<file path="src/rtl/exc_pkg.sv">
package exc_pkg;
  localparam int WORD  = 32;
  localparam int NSRC  = 7;
  localparam int NBANK = 5;
  localparam int SW    = $clog2(NSRC);
  localparam int BW    = 3;

  // source index doubles as priority rank (0 = highest)
  localparam logic [SW-1:0] SRC_RST  = 3'd0;
  localparam logic [SW-1:0] SRC_DABT = 3'd1;
  localparam logic [SW-1:0] SRC_FIQ  = 3'd2;
  localparam logic [SW-1:0] SRC_IRQ  = 3'd3;
  localparam logic [SW-1:0] SRC_IABT = 3'd4;
  localparam logic [SW-1:0] SRC_UND  = 3'd5;
  localparam logic [SW-1:0] SRC_SWI  = 3'd6;

  localparam logic [4:0] MODE_FIQ = 5'h11;
  localparam logic [4:0] MODE_IRQ = 5'h12;
  localparam logic [4:0] MODE_SVC = 5'h13;
  localparam logic [4:0] MODE_ABT = 5'h17;
  localparam logic [4:0] MODE_UND = 5'h1B;

  localparam logic [BW-1:0] BANK_NONE = 3'd7;

  function automatic logic [4:0] mode_for(input logic [SW-1:0] s);
    case (s)
      SRC_RST, SRC_SWI:   return MODE_SVC;
      SRC_DABT, SRC_IABT: return MODE_ABT;
      SRC_UND:            return MODE_UND;
      SRC_IRQ:            return MODE_IRQ;
      default:            return MODE_FIQ;
    endcase
  endfunction

  function automatic logic [7:0] offset_for(input logic [SW-1:0] s);
    case (s)
      SRC_RST:  return 8'h00;
      SRC_UND:  return 8'h04;
      SRC_SWI:  return 8'h08;
      SRC_IABT: return 8'h0C;
      SRC_DABT: return 8'h10;
      SRC_IRQ:  return 8'h18;
      default:  return 8'h1C;
    endcase
  endfunction

  function automatic logic [BW-1:0] bank_for(input logic [4:0] m);
    case (m)
      MODE_SVC: return 3'd0;
      MODE_ABT: return 3'd1;
      MODE_UND: return 3'd2;
      MODE_IRQ: return 3'd3;
      MODE_FIQ: return 3'd4;
      default:  return BANK_NONE;
    endcase
  endfunction

  function automatic logic [WORD-1:0] entry_word(input logic [WORD-1:0] old,
                                                 input logic [SW-1:0] s);
    logic [WORD-1:0] w;
    w      = old;
    w[4:0] = mode_for(s);
    w[7]   = 1'b1;
    if (s == SRC_FIQ || s == SRC_RST) w[6] = 1'b1;
    return w;
  endfunction
endpackage

</file>
<file path="src/rtl/exc_pend.sv">
module exc_pend #(
  parameter int N = 7
) (
  input  logic         clk,
  input  logic         rst_n,
  input  logic [N-1:0] req_i,
  input  logic [N-1:0] elig_i,
  input  logic         take_i,
  output logic [N-1:0] pick_o,
  output logic         any_o
);
  logic [N-1:0] pend_q;
  logic [N-1:0] live;
  logic [N-1:0] cand;

  assign live  = pend_q | req_i;
  assign cand  = live & elig_i;
  assign any_o = |cand;

  always_comb begin
    pick_o = '0;
    for (int i = N - 1; i >= 0; i--) begin
      if (cand[i]) begin
        pick_o    = '0;
        pick_o[i] = 1'b1;
      end
    end
  end

  always_ff @(posedge clk) begin
    if (!rst_n) pend_q <= '0;
    else        pend_q <= live & ~(take_i ? pick_o : '0);
  end
endmodule

</file>
<file path="src/rtl/exc_bank.sv">
module exc_bank #(
  parameter int NB = 5,
  parameter int W  = 32,
  parameter int IW = 3
) (
  input  logic          clk,
  input  logic          rst_n,
  input  logic          wr_en_i,
  input  logic [IW-1:0] wr_idx_i,
  input  logic [W-1:0]  wr_data_i,
  input  logic [IW-1:0] rd_idx_i,
  output logic [W-1:0]  rd_data_o
);
  logic [W-1:0] bank_q [NB];

  for (genvar g = 0; g < NB; g++) begin : g_bank
    always_ff @(posedge clk) begin
      if (!rst_n) bank_q[g] <= '0;
      else if (wr_en_i && wr_idx_i == IW'(g)) bank_q[g] <= wr_data_i;
    end
  end

  always_comb begin
    rd_data_o = '0;
    for (int i = 0; i < NB; i++)
      if (rd_idx_i == IW'(i)) rd_data_o = bank_q[i];
  end
endmodule

</file>
<file path="src/rtl/exc_entry_ctrl.sv">
module exc_entry_ctrl
  import exc_pkg::*;
#(
  parameter logic [31:0] VEC_BASE = 32'h0000_0000
) (
  input  logic            clk,
  input  logic            rst_n,
  input  logic            req_reset_i,
  input  logic            req_undef_i,
  input  logic            req_swi_i,
  input  logic            req_iabt_i,
  input  logic            req_dabt_i,
  input  logic            req_irq_i,
  input  logic            req_fiq_i,
  input  logic            boundary_i,
  input  logic [WORD-1:0] status_i,
  input  logic [WORD-1:0] pc_i,
  input  logic            ret_i,
  output logic            entry_o,
  output logic [WORD-1:0] new_status_o,
  output logic [WORD-1:0] saved_status_o,
  output logic [WORD-1:0] link_o,
  output logic [WORD-1:0] vector_o,
  output logic            ret_o,
  output logic [WORD-1:0] ret_status_o
);
  logic [NSRC-1:0] req_w;
  logic [NSRC-1:0] elig_w;
  logic [NSRC-1:0] pick_w;
  logic            any_w;
  logic            take_w;
  logic [SW-1:0]   sel_w;
  logic [BW-1:0]   wr_bank_w;
  logic [BW-1:0]   ret_bank_w;
  logic            ret_ok_w;
  logic [WORD-1:0] bank_rd_w;

  always_comb begin
    req_w           = '0;
    req_w[SRC_RST]  = req_reset_i;
    req_w[SRC_DABT] = req_dabt_i;
    req_w[SRC_FIQ]  = req_fiq_i;
    req_w[SRC_IRQ]  = req_irq_i;
    req_w[SRC_IABT] = req_iabt_i;
    req_w[SRC_UND]  = req_undef_i;
    req_w[SRC_SWI]  = req_swi_i;
    elig_w          = '1;
    elig_w[SRC_FIQ] = ~status_i[6];
    elig_w[SRC_IRQ] = ~status_i[7];
  end

  exc_pend #(.N(NSRC)) u_pend (
    .clk    (clk),
    .rst_n  (rst_n),
    .req_i  (req_w),
    .elig_i (elig_w),
    .take_i (take_w),
    .pick_o (pick_w),
    .any_o  (any_w)
  );

  assign take_w = boundary_i & any_w;

  always_comb begin
    sel_w = '0;
    for (int i = 0; i < NSRC; i++)
      if (pick_w[i]) sel_w = SW'(i);
  end

  assign wr_bank_w  = bank_for(mode_for(sel_w));
  assign ret_bank_w = bank_for(status_i[4:0]);
  assign ret_ok_w   = ret_i & ~take_w & (ret_bank_w != BANK_NONE);

  exc_bank #(.NB(NBANK), .W(WORD), .IW(BW)) u_bank (
    .clk       (clk),
    .rst_n     (rst_n),
    .wr_en_i   (take_w),
    .wr_idx_i  (wr_bank_w),
    .wr_data_i (status_i),
    .rd_idx_i  (ret_bank_w),
    .rd_data_o (bank_rd_w)
  );

  always_ff @(posedge clk) begin
    if (!rst_n || !take_w) begin
      entry_o        <= 1'b0;
      new_status_o   <= '0;
      saved_status_o <= '0;
      link_o         <= '0;
      vector_o       <= '0;
    end else begin
      entry_o        <= 1'b1;
      new_status_o   <= entry_word(status_i, sel_w);
      saved_status_o <= status_i;
      link_o         <= pc_i;
      vector_o       <= VEC_BASE + {24'h0, offset_for(sel_w)};
    end
  end

  always_ff @(posedge clk) begin
    if (!rst_n || !ret_ok_w) begin
      ret_o        <= 1'b0;
      ret_status_o <= '0;
    end else begin
      ret_o        <= 1'b1;
      ret_status_o <= bank_rd_w;
    end
  end
endmodule

</file>
<file path="config.mk">
export PLATFORM = sky130hd
export DESIGN_NAME = exc_entry_ctrl
export DESIGN_NICKNAME = d
export VERILOG_FILES = /design/src/rtl/exc_pkg.sv /design/src/rtl/exc_pend.sv /design/src/rtl/exc_bank.sv /design/src/rtl/exc_entry_ctrl.sv
export SDC_FILE = /design/constraint.sdc
export NUM_CORES = 1
export LEC_CHECK = 0
export CAP_MARGIN = 20
export CORE_UTILIZATION = 48
export CTS_BUF_LIST = sky130_fd_sc_hd__clkbuf_4 sky130_fd_sc_hd__clkbuf_8
export DETAILED_ROUTE_END_ITERATION = 10
export PLACE_DENSITY = 0.86
export REMOVE_ABC_BUFFERS = 1
export SYNTH_ARGS = -nofsm -noshare
export SYNTH_HDL_FRONTEND = slang
export SYNTH_HIERARCHICAL = 1
export SYNTH_SLANG_ARGS = --single-unit
</file>
<file path="constraint.sdc">
create_clock -name clk -period 5.25 [get_ports clk]
set_input_delay 1.05 -clock clk [delete_from_list [all_inputs] [get_ports clk]]
set_output_delay 1.05 -clock clk [all_outputs]
set_load 0.01 [all_outputs]
</file>
==> results of run 1 <==
[worst max-delay path: cells and delay by family]
family	cells	cell delay, ps
simple gates	5	1650
compound gates	2	310
buf+inv	3	1140
[registers in the layout (all words and copies together), names as in the netlist]
| register | count |
|---|---|
| link_o | 32 |
| new_status_o | 32 |
| ret_o | 1 |
| ret_status_o | 32 |
| saved_status_o | 7 |
| u_bank/bank_q | 160 |
| u_pend/pend_q | 7 |
| vector_o | 3 |
[metrics by stage]
step	worst slack (ps)	utilization, %	cell area (um^2)
2_1_floorplan	-5.143	-	10640
3_3_place_gp	947.1	58.59	13350
3_5_place_dp	758.9	58.59	13350
4_1_cts	1303	62.76	14300
5_1_grt	1071	62.76	14300
6_report	1245	62.76	14300
[placed cells by master, fill, tap and decap left out, types with 5 or more instances in the layout]
cell type,count
a31oi_1,36
a32oi_1,32
and2_1,224
buf_4,22
clkbuf_4,21
clkbuf_8,54
clkdlybuf4s50_1,207
clkinv_2,6
conb_1,40
dfxtp_1,114
edfxtp_1,160
inv_1,5
mux2_2,32
nand2_1,40
nor2_1,44
nor3_1,5
nor3b_1,34
o21ai_0,6
o21ai_4,5
[worst max-delay path by stage]
stage	startpoint	end
floorplan	req_dabt_i	u_bank/bank_q[2][0]
detailed placement	status_i[6]	u_bank/bank_q[2][10]
CTS	status_i[6]	u_bank/bank_q[3][26]
global route	status_i[6]	u_bank/bank_q[4][17]
global placement	status_i[6]	u_bank/bank_q[2][10]
finish	status_i[6]	u_bank/bank_q[3][26]
[power groups by stage]
stage	Combinational (mW)	Clock, mW	Sequential [mW]
after global placement	0.405	0	2.47
final	0.416	1.90	2.43
after global routing	0.449	2.05	2.44
after detailed placement	0.415	0	2.48
after CTS	0.418	1.94	2.43
after floorplan	0.171	0	2.49
[final cells by class]
type	instances	area (um^2)	area share (%)
Sequential cell	274	7087	49.58
Multi-Input combinational cell	547	3605	25.22
Timing Repair Buffer	229	2237	15.65
Clock buffer	75	900.9	6.302
Tap cell	313	391.6	2.740
Clock inverter	9	47.55	0.3326
Inverter	7	26.28	0.1838
[layer usage]
layer  vias to the layer above  global-route usage, %  share of wire (%)  wire, um
met2                       310                  34.63                 50     11980
li1                       3483                      -                  -         -
met5                         -                      0              0.071        17
met3                        47                  5.240                7.8      1888
met4                         2                  7.166                2.2       532
met1                      3480                  24.36                 40      9681
==> summary.txt, run 1 <==
Drt
  – Via count: 7322
  – Vias per cell: 5.036
  – WL final: 24100 um
  – Antenna Nets Post-Route: 0
  – DRT Pass-1 Iters: 5
  – DRC: 0
  – DR WL/cell: 16.57 um
  – First-iteration detailed-routing DRC count: 516

Hold path
  – WHS Path Cells: 1
  – Worst Min Path Start: u_pend/pend_q[6]
  – Min-delay worst type: reg2reg
  – Hold path endpoint: u_pend/pend_q[6]

GRT
  – Global-route wire length before repair: 37810 um
  – Antenna violations before repair: 1
  – Grt ovf: 0
  – Pin count of the biggest net entering global routing: 46
  – Gr usage total: 20.12%
  – Via count of the first global-routing pass: 7450

Synth
  – Mapped cell area: 11210 um^2
  – Synth Area per Inst: 12.52 um^2
  – Post-Syn Instances: 895
  – YS warnings: 6

Clock tree
  – CTS H-tree lvls: 2
  – Clk_lat worst skew: 550 ps
  – Clock root buffer: clkbuf_8
  – Total CTS buffers: 45
  – CTS Buffer Depth: 3
  – Clock sink count: 274
  – Hold_buf cts: 0
  – Setup bufs post-CTS: 0
  – Clock-pin slew on the worst setup and hold paths: 60 ps
  – CTS tree: built
  – Post-CTS resize count: 0

Placement
  – Placed cell count: 1370
  – GPL Wtd Cong: 0.7801
  – I/O Buffers: 207
  – HPWL Detailed: 15220 um

Floorplan
  – Die Y: 154.8 um
  – Core ar.: 22780 um^2
  – Die Footprint: 23960 um^2
  – Die Wd: 154.8 um
  – Starting density of the core: 49.20%
  – Ports: 237
  – Row count: 55

Layout
  – Area Growth Syn to Fin: 27.57%
  – Nets@finish: 1179
  – Layout Cells excl Fill: 1454
  – ANT cells: 0
  – Layout cell share with drive strength beyond 1: 14.46%
  – Fillcell total: 1760

Setup path
  – Arrival @ worst endpoint: 4180 ps
  – Cells along the critical path: clkdlybuf4s50_1 -> inv_1 -> o21ai_4 -> nand4_4 -> nor3_1 -> nor2_1 -> and4_1 -> nand2b_1 -> o21ai_4 -> buf_4
  – R2R Setup Slk: 2000 ps
  – Critical path type: in2reg
  – FF-to-FF End: u_bank/bank_q[3][26]
  – Req. time, crit path: 5430 ps
  – Startpoint Class: input port
  – Worst setup EP type: register
  – Worst path slowest cell: clkdlybuf4s50_1
  – CP max stage delay: 580 ps
  – Most Frequent Cell on Critical Path: o21ai_4
  – R2r startpoint: u_pend/pend_q[1]
  – FF-to-FF path depth: 8
  – Max Fanout on Critical Path: 32

STA
  – Fmax: 249.7 MHz
  – Fin. Hold Viols: 0
  – Total negative slack: 0 ps
  – Rel. slew slack: 44.83%
  – Slew @ Worst Pin: 827.5 ps
  – Final setup vio count: 0
  – Tmin final: 4005 ps
  – Final period utilization: 76.28%
  – Final hold slack: 542.4 ps
  – Unrepaired setup endpoints after global routing: no
  – Setup Skew: 22.66 ps
  – Slew Limit Fails: 0

Power
  – Lkg Pwr: 5.388 nW
  – PD cells: 332.0 nW/um^2
  – Pint: 3.676 mW
  – Sequential share of power: 51.3%
  – Clock power share: 40.0%
  – Max VDD drop: 0.2345 mV
  – Comb power frac: 8.8%
  – Final Power: 4.746 mW
  – Sw Share: 22.54%
  – Net Switching: 1.070 mW

Run status
  – Run status: completed

Run
  – Max Cap Violations: 0
Note: power is estimated with default switching activity, not from simulation.
==> inputs of run 2 (changes only) <==
--- a/config.mk
+++ b/config.mk
@@ -6,10 +6,10 @@
 export NUM_CORES = 1
 export LEC_CHECK = 0
 export CAP_MARGIN = 20
-export CORE_UTILIZATION = 48
+export CORE_UTILIZATION = 53
 export CTS_BUF_LIST = sky130_fd_sc_hd__clkbuf_4 sky130_fd_sc_hd__clkbuf_8
 export DETAILED_ROUTE_END_ITERATION = 10
-export PLACE_DENSITY = 0.86
+export PLACE_DENSITY = 0.9
 export REMOVE_ABC_BUFFERS = 1
 export SYNTH_ARGS = -nofsm -noshare
 export SYNTH_HDL_FRONTEND = slang
==> constraint.sdc (replaced) <==
create_clock -name clk -period 3.9 [get_ports clk]
set_input_delay 0.78 -clock clk [delete_from_list [all_inputs] [get_ports clk]]
set_output_delay 0.78 -clock clk [all_outputs]
set_load 0.01 [all_outputs]
==> run 2 against run 1 <==
Sequential share of layout area shrank 0.45 points. Register-to-register slack lost 800 ps. Total power increased by 33%.
==> summary.txt, run 2 (synthesized netlist as in run 1, its figures left out) <==
Run status
  – Run status: completed

Layout
  – Max FFs per register: 160 (unchanged)
  – Finished Core Util: 70.38% (+7.6 points)
  – Reg area: 7087 um^2 (unchanged)
  – Fillcell total: 1352 (-23%)
  – Top reg by flops: u_bank/bank_q
  – Area Growth Syn to Fin: 28.73%
  – Layout Cells excl Fill: 1419 (-2.4%)
  – Nets@finish: 1189 (+0.85%)
  – Layout cell share with drive strength beyond 1: 14.63% (+0.17 points)
  – Most frequent cells in the layout: and2_1 (224), clkdlybuf4s50_1 (207), edfxtp_1 (160), dfxtp_1 (114), clkbuf_8 (52)
  – Multi-input combinational cell area: 3605 um^2 (unchanged)
  – Commonest non-fill, non-tap cell in the layout: and2_1

Setup path
  – Delay-heaviest family, CP: simple AND/OR/NAND/NOR gates
  – Worst path slowest cell: clkdlybuf4s50_1
  – Most Frequent Cell on Critical Path: o21ai_4
  – Worst setup EP type: register
  – CP Depth: 10 (unchanged)
  – Req. time, crit path: 4120 ps (-1310 ps)
  – Max Fanout on Critical Path: 32 (unchanged)
  – Arrival @ worst endpoint: 3350 ps (-830 ps)
  – Cells along the critical path: clkdlybuf4s50_1 -> inv_1 -> o21ai_4 -> nand4_4 -> nor3b_1 -> nor2_1 -> and4_1 -> nand2b_1 -> o21ai_4 -> buf_12
  – Critical path type: in2reg
  – CP max stage delay: 600 ps (+20 ps)
  – Startpoint Class: input port
  – FF-to-FF path depth: 8 (unchanged)
  – CP bufs+invs: 3 (unchanged)

Hold path
  – Min-delay worst type: reg2reg
  – WHS Path Cells: 1 (unchanged)

Drt
  – Vias per cell: 5.337 (+6.0%)
  – First-iteration detailed-routing DRC count: 534 (+3.5%)
  – DRT Pass-1 Iters: 5 (unchanged)
  – WL final: 25190 um (+4.5%)
  – Via count: 7573 (+3.4%)
  – DR WL/cell: 17.75 um (+7.1%)
  – DRC: 0 (unchanged)
  – Antenna Nets Post-Route: 0 (unchanged)

STA
  – Post-route setup slack: 769.6 ps (-475.9 ps)
  – Rel. slew slack: 47.12% (+2.3 points)
  – Final setup vio count: 0 (unchanged)
  – Tmin final: 3130 ps
  – Final period utilization: 80.27%
  – Slew @ Worst Pin: 793.2 ps (-34.37 ps)
  – Fmax: 319.4 MHz
  – Setup Skew: 20.33 ps (-2.323 ps)
  – Unrepaired setup endpoints after global routing: no
  – Fin. Hold Viols: 0 (unchanged)
  – Slew Limit Fails: 0 (unchanged)

Clock tree
  – Clock-pin slew on the worst setup and hold paths: 60 ps (about the same)
  – CTS tree: built
  – Total CTS buffers: 43 (-4.4%)
  – Clk_lat worst skew: 550 ps (about the same)
  – CTS Buffer Depth: 3 (unchanged)
  – Setup bufs post-CTS: 0 (unchanged)
  – Post-CTS resize count: 0 (unchanged)
  – Clock sink count: 274 (unchanged)
  – Hold_buf cts: 0 (unchanged)
  – CTS H-tree lvls: 2 (unchanged)
  – Clock root buffer: clkbuf_8

Floorplan
  – Starting density of the core: 54.68% (+5.5 points)
  – Ports: 237 (unchanged)
  – Die Footprint: 21730 um^2 (-9.3%)
  – Die Y: 147.4 um (-4.8%)
  – Core ar.: 20490 um^2 (-10%)
  – Row count: 52 (-5.5%)
  – Die Wd: 147.4 um (-4.8%)

GRT
  – Antenna violations before repair: 1 (unchanged)
  – Global-route wire length before repair: 39500 um (+4.5%)
  – Gr usage total: 23.53% (+3.4 points)
  – Via count of the first global-routing pass: 7832 (+5.1%)
  – Pin count of the biggest net entering global routing: 49 (+6.5%)
  – Grt ovf: 0 (unchanged)

Power
  – Max VDD drop: 0.3055 mV (+30%)
  – PD cells: 437.0 nW/um^2 (+32%)
  – Lkg Pwr: 5.459 nW (+1.3%)

Placement
  – Placed cell count: 1339 (-2.3%)
  – HPWL Detailed: 15760 um (+3.6%)
  – Pre-CTS setup slack: 281.2 ps (-477.7 ps)
  – I/O Buffers: 207 (unchanged)
  – GPL Wtd Cong: 0.8358 (+7.1%)

Run
  – Max Cap Violations: 0 (unchanged)
[run 2: changes by cell type in the layout (fill, tap and decap cells not counted), sizes merged]
cell    delta
diode      +1
clkinv     +1
clkbuf     -7
inv        +1
buf       +12
[run 2: worst paths after layout]
kind,from,endpoint,slack (ps)
setup / recovery,status_i[6],u_bank/bank_q[2][22],770
hold / removal,u_pend/pend_q[0],u_pend/pend_q[0],550
setup reg to reg,u_pend/pend_q[1],u_bank/bank_q[0][19],1200
hold reg to reg,u_pend/pend_q[0],u_pend/pend_q[0],550
[run 2: layer usage]
metal,track usage [%],part of all wire [%]
met5,0,0
met4,9.845,2.9
met3,6.698,9.9
met2,41.65,50
met1,26.57,37
[run 2: area by class of cell]
class / count / share of cell area (%)
clock inverters: 11 / 0.3730
clock buffers: 68 / 5.794
inverters: 7 / 0.1821
flip-flops and latches: 274 / 49.13
diodes: 1 / 0.01735
well taps: 270 / 2.342
multi-input cells: 547 / 24.99
repair buffers: 241 / 17.17
[run 2: report_power, final]
group | internal [mW] | total (mW) | switching, mW | leakage, nW
registers | 3.23 | 3.28 | 0.0473 | 2.59
clock network | 1.36 | 2.43 | 1.07 | 0.476
logic | 0.283 | 0.596 | 0.313 | 2.40
[run 2: stage by stage]
step	area, um^2	setup TNS (ps)	power (mW)	hold slack (ps)
after global placement	13530	0	3.899	511.8
after CTS	14420	0	6.352	542.8
after global routing	14420	0	6.541	562.9
after floorplan	10640	-163290	3.589	491.9
after detailed placement	13530	0	3.928	518.2
final	14430	0	6.304	545.8
==> inputs of run 3 (changes only) <==
==> constraint.sdc (replaced) <==
create_clock -name clk -period 3.1 [get_ports clk]
set_input_delay 0.62 -clock clk [delete_from_list [all_inputs] [get_ports clk]]
set_output_delay 0.62 -clock clk [all_outputs]
set_load 0.01 [all_outputs]
==> run 3 against run 2 <==
Global-route usage increased by 1.5 points. Clock-buffer cell count unchanged. Highest routed layer unchanged. Final cell count increased by 3.5%. Die area unchanged.
==> summary.txt, run 3 (synthesized netlist as in run 1, its figures left out) <==
Run status
  – Run status: completed

Layout
  – Layout cell share with drive strength beyond 1: 18.28% (+3.6 points)
  – Top reg by flops: u_bank/bank_q
  – Fin area: 14800 um^2 (+2.6%)
  – Nets@finish: 1239 (+4.2%)
  – Commonest non-fill, non-tap cell in the layout: and2_1
  – Most frequent cells in the layout: and2_1 (224), clkdlybuf4s50_1 (207), edfxtp_1 (160), dfxtp_1 (114), buf_4 (72)
  – Area Growth Syn to Fin: 32.06%
  – Max FFs per register: 160 (unchanged)

GRT
  – Global-route wire length before repair: 41810 um (+5.8%)
  – Pin count of the biggest net entering global routing: 49 (unchanged)
  – Antenna violations before repair: 1 (unchanged)
  – Gr usage total: 25.03% (+1.5 points)
  – Grt ovf: 0 (unchanged)
  – Via count of the first global-routing pass: 8127 (+3.8%)

STA
  – Unrepaired setup endpoints after global routing: no
  – Slew @ Worst Pin: 809.4 ps (+16.17 ps)
  – Setup Skew: 14.64 ps (-5.689 ps)
  – Final setup vio count: 0 (unchanged)
  – Tmin final: 2870 ps
  – Slew Limit Fails: 0 (unchanged)
  – Fin. Hold Viols: 0 (unchanged)
  – Final period utilization: 92.58%
  – Fmax: 348.4 MHz
  – Rel. slew slack: 45.64% (-1.5 points)

Clock tree
  – Post-CTS resize count: 0 (unchanged)
  – Total CTS buffers: 44 (+2.3%)
  – Hold_buf cts: 0 (unchanged)
  – Setup bufs post-CTS: 0 (unchanged)
  – Clock-pin slew on the worst setup and hold paths: 60 ps (about the same)
  – CTS H-tree lvls: 2 (unchanged)
  – Clk_lat worst skew: 550 ps (about the same)
  – Clock root buffer: clkbuf_8
  – CTS Buffer Depth: 3 (unchanged)
  – Clock sink count: 274 (unchanged)
  – CTS tree: built

Setup path
  – Max Fanout on Critical Path: 13 (-59%)
  – Worst setup EP type: register
  – Req. time, crit path: 3510 ps (-610 ps)
  – Arrival @ worst endpoint: 3280 ps (-70 ps)
  – Critical path type: in2reg
  – Startpoint Class: input port

Floorplan
  – Row count: 52 (unchanged)
  – Die Y: 147.4 um (unchanged)
  – Core ar.: 20490 um^2 (unchanged)
  – Ports: 237 (unchanged)
  – Starting density of the core: 54.68% (unchanged)
  – Die Footprint: 21730 um^2 (unchanged)
  – Die Wd: 147.4 um (unchanged)

Power
  – Sw Share: 22.90% (+0.25 points)
  – PD cells: 545.4 nW/um^2 (+25%)
  – Pint: 6.222 mW (+28%)
  – Sequential share of power: 51.1% (-0.9 points)
  – Net Switching: 1.848 mW (+29%)
  – Comb power frac: 10.1% (+0.6 points)
  – Final Power: 8.070 mW (+28%)
  – Lkg Pwr: 5.701 nW (+4.4%)
  – Clock power share: 38.8% (+0.2 points)
  – Max VDD drop: 0.3263 mV (+6.8%)

Placement
  – Dpl cell area: 13870 um^2 (+2.5%)
  – GPL Wtd Cong: 0.8279 (-0.95%)
  – HPWL Detailed: 17610 um (+12%)
  – I/O Buffers: 207 (unchanged)

Drt
  – Via count: 7869 (+3.9%)
  – Vias per cell: 5.357 (+0.37%)
  – DRT Pass-1 Iters: 5 (unchanged)
  – Wire length on met1: 10090 um (+8.2%)
  – Antenna Nets Post-Route: 0 (unchanged)
  – WL final: 27180 um (+7.9%)
  – DR top layer: met4
  – DRC: 0 (unchanged)
  – First-iteration detailed-routing DRC count: 566 (+6.0%)
  – WL met3: 2571 um (+3.4%)
  – DR WL/cell: 18.50 um (+4.2%)
  – Met2 WL: 13630 um (+7.6%)

Hold path
  – Min-delay worst type: reg2reg

Run
  – Max Cap Violations: 0 (unchanged)
## run 3: cell types whose count changed in the layout (fill, tap and decap cells not counted), sizes merged
cell    before  now
inv          9    7
clkinv       8   10
buf         34   83
bufinv       0    1
## run 3: final timing paths
path / slack (ps) / start / cells past startpoint / end
max: 230 / req_reset_i / 10 / u_bank/bank_q[1][19]
min: 540 / u_pend/pend_q[6] / 1 / u_pend/pend_q[6]
max reg2reg: 450 / u_pend/pend_q[1] / 9 / u_bank/bank_q[1][19]
min reg2reg: 540 / u_pend/pend_q[6] / 1 / u_pend/pend_q[6]
## run 3: through the flow
step | instances | setup slack [ps] | util [%] | TNS [ps] | hold slack (ps)
3_5_place_dp | 1387 | -463.3 | 67.67 | -50090 | 514.9
2_1_floorplan | 828 | -1725 | - | -267570 | 491.9
4_1_cts | 1467 | 67.21 | 72.06 | 0 | 531.9
6_report | 1469 | 229.9 | 72.20 | 0 | 536.3
3_3_place_gp | 1387 | -331.4 | 67.67 | -25890 | 512.6
5_1_grt | 1468 | 107.5 | 72.19 | 0 | 563.8
## run 3: cell type report
cell class	count	area, um^2
diodes	1	2.502
clock buffers	68	817.0
clock inverters	12	82.58
fillers	1260	5697
inverters	7	26.28
multi-input cells	547	3605
flip-flops and latches	274	7087
well taps	270	337.8
repair buffers	290	2840
## run 3: power by group through the flow
| stage | Clock [mW] | Sequential (mW) | Combinational, mW |
|---|---|---|---|
| 2_1_floorplan | 0 | 4.23 | 0.290 |
| 3_3_place_gp | 0 | 4.18 | 0.772 |
| 3_5_place_dp | 0 | 4.20 | 0.795 |
| 4_1_cts | 3.19 | 4.13 | 0.807 |
| 5_1_grt | 3.36 | 4.14 | 0.862 |
| 6_report | 3.13 | 4.13 | 0.813 |
## run 3: critical path: stages
cell and delay (ps):
clkdlybuf4s50_1 490, o21ai_4 240, nand4_4 120, nor3b_1 320
nor2_1 90, and4_1 220, buf_4 140, nor4_4 680
buf_12 210, and2_1 140
## run 3: metal layers
| metal | vias to the layer above | track usage (%) |
|---|---|---|
| met2 | 404 | 42.50 |
| met1 | 3799 | 29.33 |
| met4 | 0 | 12.27 |
| met5 | - | 0 |
| met3 | 78 | 6.821 |
| li1 | 3588 | - |
